--- src/rtl/tmr_pkg.sv ---
package tmr_pkg;

  // Strobes from the register/control side to the counting datapath.
  typedef struct packed {
    logic clearAll;   // software clear: hold both counters at zero
    logic matchRst;   // a match with restart action fired this cycle
    logic countEn;    // counting allowed this cycle
  } tmrStrobe_t;

  localparam int A_CTRL = 0;
  localparam int A_PRE  = 1;
  localparam int A_PC   = 2;
  localparam int A_TC   = 3;
  localparam int A_FLAG = 4;
  localparam int A_MCR  = 5;
  localparam int A_EMR  = 6;
  localparam int A_MR   = 8;

endpackage

--- src/rtl/tmr_count.sv ---
module tmr_count
  import tmr_pkg::*;
#(
  parameter int CNT_W = 32
) (
  input  logic             clk,
  input  logic             rstN,
  input  tmrStrobe_t       strb,
  input  logic [CNT_W-1:0] prescale,
  output logic [CNT_W-1:0] tc,
  output logic [CNT_W-1:0] pc,
  output logic             tcFresh
);

  logic wrapTick;
  assign wrapTick = (pc == prescale);

  always_ff @(posedge clk or negedge rstN) begin
    if (!rstN) begin
      tc      <= '0;
      pc      <= '0;
      tcFresh <= 1'b0;
    end else if (strb.clearAll) begin
      tc      <= '0;
      pc      <= '0;
      tcFresh <= 1'b0;
    end else if (strb.matchRst) begin
      tc      <= '0;
      pc      <= '0;
      tcFresh <= 1'b1;
    end else if (strb.countEn) begin
      if (wrapTick) begin
        pc      <= '0;
        tc      <= tc + CNT_W'(1);
        tcFresh <= 1'b1;
      end else begin
        pc      <= pc + CNT_W'(1);
        tcFresh <= 1'b0;
      end
    end else begin
      tcFresh <= 1'b0;
    end
  end

  AST_CLEAR_HOLD: assert property (@(posedge clk) disable iff (!rstN)
    strb.clearAll |=> (tc == '0 && pc == '0));

  AST_TC_STEP: assert property (@(posedge clk) disable iff (!rstN)
    !$stable(tc) |-> (tc == $past(tc) + CNT_W'(1) || tc == '0));

  AST_FROZEN: assert property (@(posedge clk) disable iff (!rstN)
    (!strb.countEn && !strb.clearAll && !strb.matchRst) |=> ($stable(tc) && $stable(pc)));

endmodule

--- src/rtl/tmr_regs.sv ---
module tmr_regs
  import tmr_pkg::*;
#(
  parameter int CNT_W  = 32,
  parameter int DATA_W = 32,
  parameter int NUM_CH = 4,
  parameter int ADDR_W = 4
) (
  input  logic              clk,
  input  logic              rstN,
  input  logic [ADDR_W-1:0] addr,
  input  logic              wrEn,
  input  logic [DATA_W-1:0] wrData,
  input  logic [CNT_W-1:0]  tc,
  input  logic [CNT_W-1:0]  pc,
  input  logic              tcFresh,
  output tmrStrobe_t        strb,
  output logic [CNT_W-1:0]  prescale,
  output logic [DATA_W-1:0] rdData,
  output logic [NUM_CH-1:0] matchOut,
  output logic              irq
);

  localparam int MCR_W = 3 * NUM_CH;
  localparam int EMC_W = 2 * NUM_CH;

  logic              enBit, rstBit;
  logic [CNT_W-1:0]  mr [NUM_CH];
  logic [MCR_W-1:0]  mcr;
  logic [EMC_W-1:0]  emrCtl;
  logic [NUM_CH-1:0] extLvl, extNext;
  logic [NUM_CH-1:0] flags;
  logic [NUM_CH-1:0] hit, irqEnV, rstEnV, stopEnV;
  logic              anyStop, anyRst;
  logic              wrCtrl, wrPre, wrFlag, wrMcr, wrEmr;
  logic [DATA_W-1:0] rdNext;

  assign wrCtrl = wrEn && (addr == ADDR_W'(A_CTRL));
  assign wrPre  = wrEn && (addr == ADDR_W'(A_PRE));
  assign wrFlag = wrEn && (addr == ADDR_W'(A_FLAG));
  assign wrMcr  = wrEn && (addr == ADDR_W'(A_MCR));
  assign wrEmr  = wrEn && (addr == ADDR_W'(A_EMR));

  for (genvar k = 0; k < NUM_CH; k++) begin : g_ch
    assign hit[k]     = tcFresh && (tc == mr[k]);
    assign irqEnV[k]  = mcr[3*k];
    assign rstEnV[k]  = mcr[3*k+1];
    assign stopEnV[k] = mcr[3*k+2];

    always_ff @(posedge clk or negedge rstN) begin
      if (!rstN)
        mr[k] <= '0;
      else if (wrEn && addr == ADDR_W'(A_MR + k))
        mr[k] <= wrData[CNT_W-1:0];
    end

    always_comb begin
      extNext[k] = wrEmr ? wrData[k] : extLvl[k];
      if (hit[k]) begin
        case (emrCtl[2*k+1:2*k])
          2'b01:   extNext[k] = 1'b0;
          2'b10:   extNext[k] = 1'b1;
          2'b11:   extNext[k] = ~extLvl[k];
          default: ;
        endcase
      end
    end

    AST_FLAG_SET: assert property (@(posedge clk) disable iff (!rstN)
      (hit[k] && irqEnV[k]) |=> flags[k]);
  end

  assign anyStop = |(hit & stopEnV);
  assign anyRst  = |(hit & rstEnV);

  assign strb.clearAll = rstBit;
  assign strb.matchRst = anyRst;
  assign strb.countEn  = enBit && !anyStop;

  always_ff @(posedge clk or negedge rstN) begin
    if (!rstN) begin
      enBit    <= 1'b0;
      rstBit   <= 1'b0;
      prescale <= '0;
      mcr      <= '0;
      emrCtl   <= '0;
      extLvl   <= '0;
      flags    <= '0;
    end else begin
      if (wrCtrl) begin
        enBit  <= wrData[0];
        rstBit <= wrData[1];
      end
      if (anyStop) enBit <= 1'b0;
      if (wrPre) prescale <= wrData[CNT_W-1:0];
      if (wrMcr) mcr <= wrData[MCR_W-1:0];
      if (wrEmr) emrCtl <= wrData[NUM_CH+EMC_W-1:NUM_CH];
      extLvl <= extNext;
      flags  <= (flags & ~(wrFlag ? wrData[NUM_CH-1:0] : '0)) | (hit & irqEnV);
    end
  end

  always_comb begin
    rdNext = '0;
    case (addr)
      ADDR_W'(A_CTRL): rdNext[1:0] = {rstBit, enBit};
      ADDR_W'(A_PRE):  rdNext = DATA_W'(prescale);
      ADDR_W'(A_PC):   rdNext = DATA_W'(pc);
      ADDR_W'(A_TC):   rdNext = DATA_W'(tc);
      ADDR_W'(A_FLAG): rdNext[NUM_CH-1:0] = flags;
      ADDR_W'(A_MCR):  rdNext[MCR_W-1:0] = mcr;
      ADDR_W'(A_EMR):  rdNext[NUM_CH+EMC_W-1:0] = {emrCtl, extLvl};
      default: begin
        for (int k = 0; k < NUM_CH; k++)
          if (addr == ADDR_W'(A_MR + k)) rdNext = DATA_W'(mr[k]);
      end
    endcase
  end

  always_ff @(posedge clk or negedge rstN) begin
    if (!rstN) rdData <= '0;
    else       rdData <= rdNext;
  end

  assign matchOut = extLvl;
  assign irq      = |flags;

  AST_STOP_CLEARS_EN: assert property (@(posedge clk) disable iff (!rstN)
    anyStop |=> !enBit);

  AST_MATCH_RESTART: assert property (@(posedge clk) disable iff (!rstN)
    (anyRst && !rstBit) |=> (tc == '0 && pc == '0));

  AST_EXT_KEEP: assert property (@(posedge clk) disable iff (!rstN)
    (!(|hit) && !wrEmr) |=> $stable(matchOut));

endmodule

--- src/rtl/tmr_match_timer.sv ---
module tmr_match_timer
  import tmr_pkg::*;
#(
  parameter int CNT_W  = 32,
  parameter int DATA_W = 32,
  parameter int NUM_CH = 4,
  parameter int ADDR_W = 4
) (
  input  logic              clk,
  input  logic              rstN,
  input  logic [ADDR_W-1:0] addr,
  input  logic              wrEn,
  input  logic [DATA_W-1:0] wrData,
  output logic [DATA_W-1:0] rdData,
  output logic [NUM_CH-1:0] matchOut,
  output logic              irq
);

  tmrStrobe_t       strb;
  logic [CNT_W-1:0] tc, pc, prescale;
  logic             tcFresh;

  tmr_regs #(
    .CNT_W(CNT_W), .DATA_W(DATA_W), .NUM_CH(NUM_CH), .ADDR_W(ADDR_W)
  ) i_regs (
    .clk(clk), .rstN(rstN), .addr(addr), .wrEn(wrEn), .wrData(wrData),
    .tc(tc), .pc(pc), .tcFresh(tcFresh), .strb(strb), .prescale(prescale),
    .rdData(rdData), .matchOut(matchOut), .irq(irq)
  );

  tmr_count #(.CNT_W(CNT_W)) i_count (
    .clk(clk), .rstN(rstN), .strb(strb), .prescale(prescale),
    .tc(tc), .pc(pc), .tcFresh(tcFresh)
  );

endmodule

--- config.mk ---
export PLATFORM = sky130hd
export DESIGN_NAME = tmr_match_timer
export DESIGN_NICKNAME = d
export VERILOG_FILES = /design/src/rtl/tmr_pkg.sv /design/src/rtl/tmr_count.sv /design/src/rtl/tmr_regs.sv /design/src/rtl/tmr_match_timer.sv
export SDC_FILE = /design/constraint.sdc
export NUM_CORES = 1
export LEC_CHECK = 0
export ABC_AREA = 1
export CAP_MARGIN = 20
export CORE_UTILIZATION = 50
export DETAILED_ROUTE_END_ITERATION = 16
export HOLD_SLACK_MARGIN = 0.02
export PLACE_DENSITY_LB_ADDON = 0.05
export SYNTH_ARGS = -nofsm -noshare
export SYNTH_HDL_FRONTEND = slang
export SYNTH_SLANG_ARGS = --single-unit
--- constraint.sdc ---
create_clock -name clk -period 2.59 [get_ports clk]
set_input_delay 0.3885 -clock clk [delete_from_list [all_inputs] [get_ports clk]]
set_output_delay 0.3885 -clock clk [all_outputs]
set_load 0.02 [all_outputs]
=== Word level (Yosys, flattened, before mapping) ===
Index checks and enable logic that the tools add are counted.

* Multipliers: 0
* Divide/modulo/power cells: 0
* Bitwise operators: 10
* Reductions and logical operators: 25
* Shifts and indexed selects: 0
* Multiplexer cells: 35
* Order comparisons: 0
* Add/subtract/negate cells: 2
* Equal/unequal tests: 27

{| class="wikitable"
|+ Operator list
! kind !! number
|-
| 2-to-1 mux 32 bit || 12
|-
| equality test 32 bit || 5
|-
| case mux 20 bit (4 select lines) || 1
|-
| adder 32 x 1 -> 32 bit, second input constant || 2
|-
| case mux 8 bit (6 select lines) || 1
|-
| case mux 2 bit (7 select lines) || 2
|-
| bitwise AND 4 bit || 4
|-
| equality test 2 bit, second input constant || 8
|-
| equality test 4 bit, second input constant || 4
|-
| OR reduction 4 bit || 4
|-
| logical AND 1 bit || 14
|-
| 2-to-1 mux 1 bit || 14
|-
| equality test 4 x 3 -> 1 bit, second input constant || 3
|-
| case mux 1 bit (3 select lines) || 4
|-
| equality test 2 x 1 -> 1 bit, second input constant || 4
|-
| equality test 4 x 2 -> 1 bit, second input constant || 2
|-
| nonzero test 3 bit || 2
|-
| equality test 4 x 1 -> 1 bit, second input constant || 1
|-
| zero test 4 bit || 1
|-
| 2-to-1 mux 4 bit || 1
|-
| inverter 1 bit || 4
|-
| inverter 4 bit || 1
|-
| bitwise OR 4 bit || 1
|-
| AND reduction 2 bit || 1
|-
| 3 further kinds || 3
|}

* Word-level logic and storage cells: 114
* Bits in latches: 0
* RAM bits: 0
* Bits of input ports: 39
* Output and inout bits: 37
* Memories kept: 0
* Bits in read-only memories: 0
* Bits in registers: 287

=== Depth between registers and ports, before layout ===
* Depth in word-level cells: 9
* Depth in mapped cells: 17

=== Hierarchy ===
A second synthesis with hierarchy kept.

* Cell total of the unflattened synthesis: 2345
* Area, all modules: 16776.1 um^2

{| class="wikitable"
|+ By module, submodules not included
! module !! times used !! area each (um^2) !! cells each
|-
| tmr_regs || 1 || 12345.6 || 1732
|-
| tmr_count || 1 || 4430.5 || 613
|}

=== Worst setup path after synthesis ===
Ideal clock, no wire load.

* Kind: register to register
* From: reg i_count.tc[10]
* To: reg i_count.tc[25]
* Required time: 2.473 ns
* Stages on the path, launching flop included: 12
* Path slack: 0.650 ns
* Clock period less this slack: 1.940 ns
* Library setup time: 0.117 ns
* Data arrival time: 1.823 ns
* Buffers on the path: 3
* Cell sequence: dfrtp_1 > buf_2 > xnor2_1 > nand3_1 > nor3_1 > nand3_1 > nand2_1 > nor3_4 > buf_6 > buf_4 > nand3_1 > nand2_1

* Cells in the longest elaborated chain, start to end: 8
* Elaborated cells between the ends (all ways): 22
* Those cells by class: add/sub (1); eq/ne (4); mux (4); bitwise (2); reduce/logical (11)

{| class="wikitable"
|+ Ends and longest elaborated chain
! element !! line !! text
|-
| start, declared || tmr_count.sv:10 || <nowiki>output logic [CNT_W-1:0] tc,</nowiki>
|-
| start signal, assigned || tmr_count.sv:34 || <nowiki>tc <= tc + CNT_W'(1);</nowiki>
|-
| branches (longest 8 deep; another with adder 32 x 1 -> 32 bit) || - ||
|}

Parallel ways; which one is timed is not known. The select of a mux whose other input is x is not followed.
A chain may end at the register's enable or synchronous reset.

=== Worst setup path in the final report ===
* From: reg i_count.tc[23]
* To: reg i_count.tc[9]

* Cells in the longest elaborated chain, start to end: 8
* Elaborated cells between the ends (all ways): 19
* Those cells by class: eq/ne (4); mux (2); bitwise (2); reduce/logical (11)

{| class="wikitable"
|+ Ends and longest elaborated chain
! element !! line !! text
|-
| equality test 32 bit || tmr_regs.sv:45 || <nowiki>assign hit[k] = tcFresh && (tc == mr[k]);</nowiki>
|-
| logical AND 1 bit || tmr_regs.sv:45 ||
|-
| bitwise AND 4 bit || tmr_regs.sv:73 || <nowiki>assign anyStop = |(hit & stopEnV);</nowiki>
|-
| OR reduction 4 bit || tmr_regs.sv:73 ||
|-
| zero test 1 bit || tmr_regs.sv:78 || <nowiki>assign strb.countEn = enBit && !anyStop;</nowiki>
|-
| logical AND 1 bit || tmr_regs.sv:78 ||
|-
| nonzero test 3 bit (no line) || - ||
|-
| AND reduction 2 bit (no line) || - ||
|}

Several ways; a longest one is shown, not always the timed one.

==> flow_metrics.env <==
export IMPL_outcome="complete, no violations"
export IMPL_p_comb_frac=0.299
export IMPL_finalSetupViolations=0
export IMPL_path_clk_slew_ns=0.06
export IMPL_synth_most_common_cell="nand2_1"
export IMPL_antenna_found_initial=1
export IMPL_synth_avg_cell_area_um2=6.52
export IMPL_yosysUniqueCellTypes=41
export IMPL_ys_warn_count=0
export IMPL_crit_family="simple AND/OR/NAND/NOR gates"
export IMPL_ys_top_cells_by_count="nand2_1 (1048), nor2_1 (334), dfrtp_1 (287)"
export IMPL_r2r_setup_slack_ns=0.009
export IMPL_synthTopCellsByArea="dfrtp_1 (39%), nand2_1 (21%), nor2_1 (6.8%), inv_1 (5.6%), o21ai_0 (5.4%)"
export IMPL_die_area_mm2=0.0377
export IMPL_slowest_delay_ns=0.48
export IMPL_rows=69
export IMPL_netlist_area_mm2=0.0185
export IMPL_hold_ws_ns=0.323
export IMPL_p_per_area_mw_per_mm2=718
export IMPL_yosysTopAreaCell="dfrtp_1"
export IMPL_drv_slew=0
export IMPL_worstSetupPathType="flop to flop"
export IMPL_nets=3056
export IMPL_cts_buffers=35
export IMPL_root_buffer="clkbuf_16"
export IMPL_gp_congestion=1.13
export IMPL_finalHoldViolCount=0
export IMPL_grt_pass1_vias=19498
export IMPL_crit_start="i_count.tc[23]"
export IMPL_fillCellCount=3349
export IMPL_antenna_cells=0
export IMPL_area_growth_pct=21.0
export IMPL_maxCapViolations=0
export IMPL_core_area_mm2=0.0359
export IMPL_clock_fmax_ghz=0.387
export IMPL_vias=20590
export IMPL_synth_flop_cell="dfrtp_1"
export IMPL_htreeDepth=2
export IMPL_tightest_slew_ns=0.798
export IMPL_slew_headroom=0.467
export IMPL_initial_core_util=0.514
export IMPL_io_pins=76
export IMPL_drc=0
export IMPL_peakVddDrop_mv=0.684
export IMPL_cp_slowest_cell="dfrtp_2"
export IMPL_place_port_buffers=75
export IMPL_ant_nets=0
export IMPL_required_ns=3.04
export IMPL_grt_ovfl_total=0
export IMPL_dp_hpwl_um=65100
export IMPL_power_frac_clock=0.319
export IMPL_grt_max_degree=65
export IMPL_die_w_um=194
export IMPL_dp_slack_ns=-0.299
export IMPL_wl_per_cell_um=23.8
export IMPL_ys_seq_area_frac=0.389
export IMPL_synth_top_area_frac=0.389
export IMPL_clock_sinks=287
export IMPL_r2r_end="i_count.tc[9]"
export IMPL_critPathCapture="i_count.tc[9]"
export IMPL_r2r_start="i_count.tc[23]"
export IMPL_p_switching_w=0.00603
export IMPL_cp_max_fo=18
export IMPL_intPower_w=0.0100
export IMPL_synth_seq_cells=287
export IMPL_fin_ws_ns=0.00904
export IMPL_path_buf_inv=3
export IMPL_min_path_type="input port to async pin"
export IMPL_worst_ep_arrival_time_ns=3.03
export IMPL_fin_skew_ns=0.0135
export IMPL_synth_edf_count=0
export IMPL_crit_path_end_kind="flop"
export IMPL_drt_iter0_drc=2826
export IMPL_synthCells=2832
export IMPL_die_h_um=194
export IMPL_fin_crit_ns=2.58
export IMPL_p_leak_nw=11.3
export IMPL_crit_chain="buf_4, nand2_2, nand2_1, nor2_1, nand2_1, nor2_1, nand2_1, nor2_4, nand3_1, nand2_2, nor3_4, buf_12, buf_4, nand3_1, nand2_1"
export IMPL_grt_pass1_wl_um=123000
export IMPL_async_flop_share=1.00
export IMPL_drive_gt1_frac=0.114
export IMPL_synth_nets=2873
export IMPL_cts_buffer_depth=3
export IMPL_via_per_inst=5.88
export IMPL_cp_depth=15
export IMPL_power_frac_seq=0.381
export IMPL_cpMostUsedCell="nand2_1"
export IMPL_cts_tree="done"
export IMPL_firstDrtPassIters=7
export IMPL_clk_latency_ns=0.56
export IMPL_cp_start_kind="flop"
export IMPL_p_sw_frac=0.376
export IMPL_rr_worst_depth=15
export IMPL_routed_wl_um=83200
export IMPL_p_total_w=0.0160
export IMPL_grtUsageTotal=0.439
export IMPL_min_period_over_period=0.997
-- cells in the final DEF, fill, tap and decap left out, types with 6 or more instances in the layout --
master	instances
xnor2_1	34
nand2_1	1032
nand3_1	164
o21ai_0	198
inv_2	31
clkdlybuf4s50_1	74
dfrtp_1	274
nand2_2	16
nor3_1	42
buf_12	24
a21oi_1	45
nor4_1	8
a221oi_1	25
inv_1	275
nor2_4	6
clkbuf_16	39
o22ai_1	42
nor2_1	324
nor2_2	11
nand4_1	71
dfrtp_2	13
clkbuf_1	9
buf_4	176
xor2_1	48
-- power groups by stage --
stage | Combinational [W] | Sequential, W | Clock [W]
5_1_grt | 0.00519 | 0.00616 | 0.00533
3_5_place_dp | 0.00446 | 0.00612 | 0
2_1_floorplan | 0.00268 | 0.00583 | 0
6_report | 0.00480 | 0.00611 | 0.00512
4_1_cts | 0.00451 | 0.00605 | 0.00514
3_3_place_gp | 0.00441 | 0.00610 | 0
-- how the worst min path moves through the flow --
stage               depth (start not counted)        endpoint
detailed placement                          1   i_regs.mr[83]
CTS                                         2  i_count.tc[19]
finish                                      2   i_regs.mr[83]
global placement                            1   i_regs.mr[83]
floorplan                                   0   i_count.pc[0]
global route                                2   i_regs.mr[83]
-- repair_timing --
action,CTS,global route
pin swaps,1,3
setup endpoints to repair,65,64
cloned,0,2
hold buffers,1,0
resized for setup,10,27
hold endpoints to repair,33,0
setup buffers,1,3
-- final cells by class --
type | instances | area [um2] | area share
clock buffer | 50 | 1010 | 0.0454
inverter | 308 | 1160 | 0.0518
sequential | 287 | 7200 | 0.322
tap | 461 | 577 | 0.0258
timing repair buffer | 279 | 2630 | 0.118
clock inverter | 11 | 146 | 0.00656
multi-input combinational | 2104 | 9610 | 0.430
-- metrics by stage --
stage | std cells | TNS [ns] | area (um2) | utilization
floorplan | 2832 | 0 | 18500 | -
detailed placement | 3432 | -16.11 | 21000 | 0.584
CTS | 3495 | 0 | 22200 | 0.618
global route | 3500 | -0.189 | 22300 | 0.622
finish | 3500 | 0 | 22300 | 0.622
global placement | 3432 | -14.92 | 21000 | 0.584
-- kinds of logic after synthesis --
family | Yosys count | synth area share
buffers and inverters | 441 | 0.0959
adder cells (fa/ha/maj) | 2 | 0.00136
flip-flops | 287 | 0.389
AO/OA/AOI/OAI | 325 | 0.0988
XOR/XNOR | 82 | 0.0389
AND/OR/NAND/NOR | 1695 | 0.376
-- registers in the layout, summed over array words and instances, names as in the netlist, 8 cells and up --
register / count
i_count.pc: 32
i_regs.mcr: 12
i_count.tc: 32
i_regs.mr: 128
i_regs.rdData: 32
i_regs.emrCtl: 8
i_regs.prescale: 32
-- per-layer routing --
layer | global-route usage | routed length (um)
met5 | 0 | 8
met4 | 0.256 | 5470
met2 | 0.659 | 35600
met1 | 0.579 | 32100
met3 | 0.104 | 9970
Power figures use the tool's default switching activity.
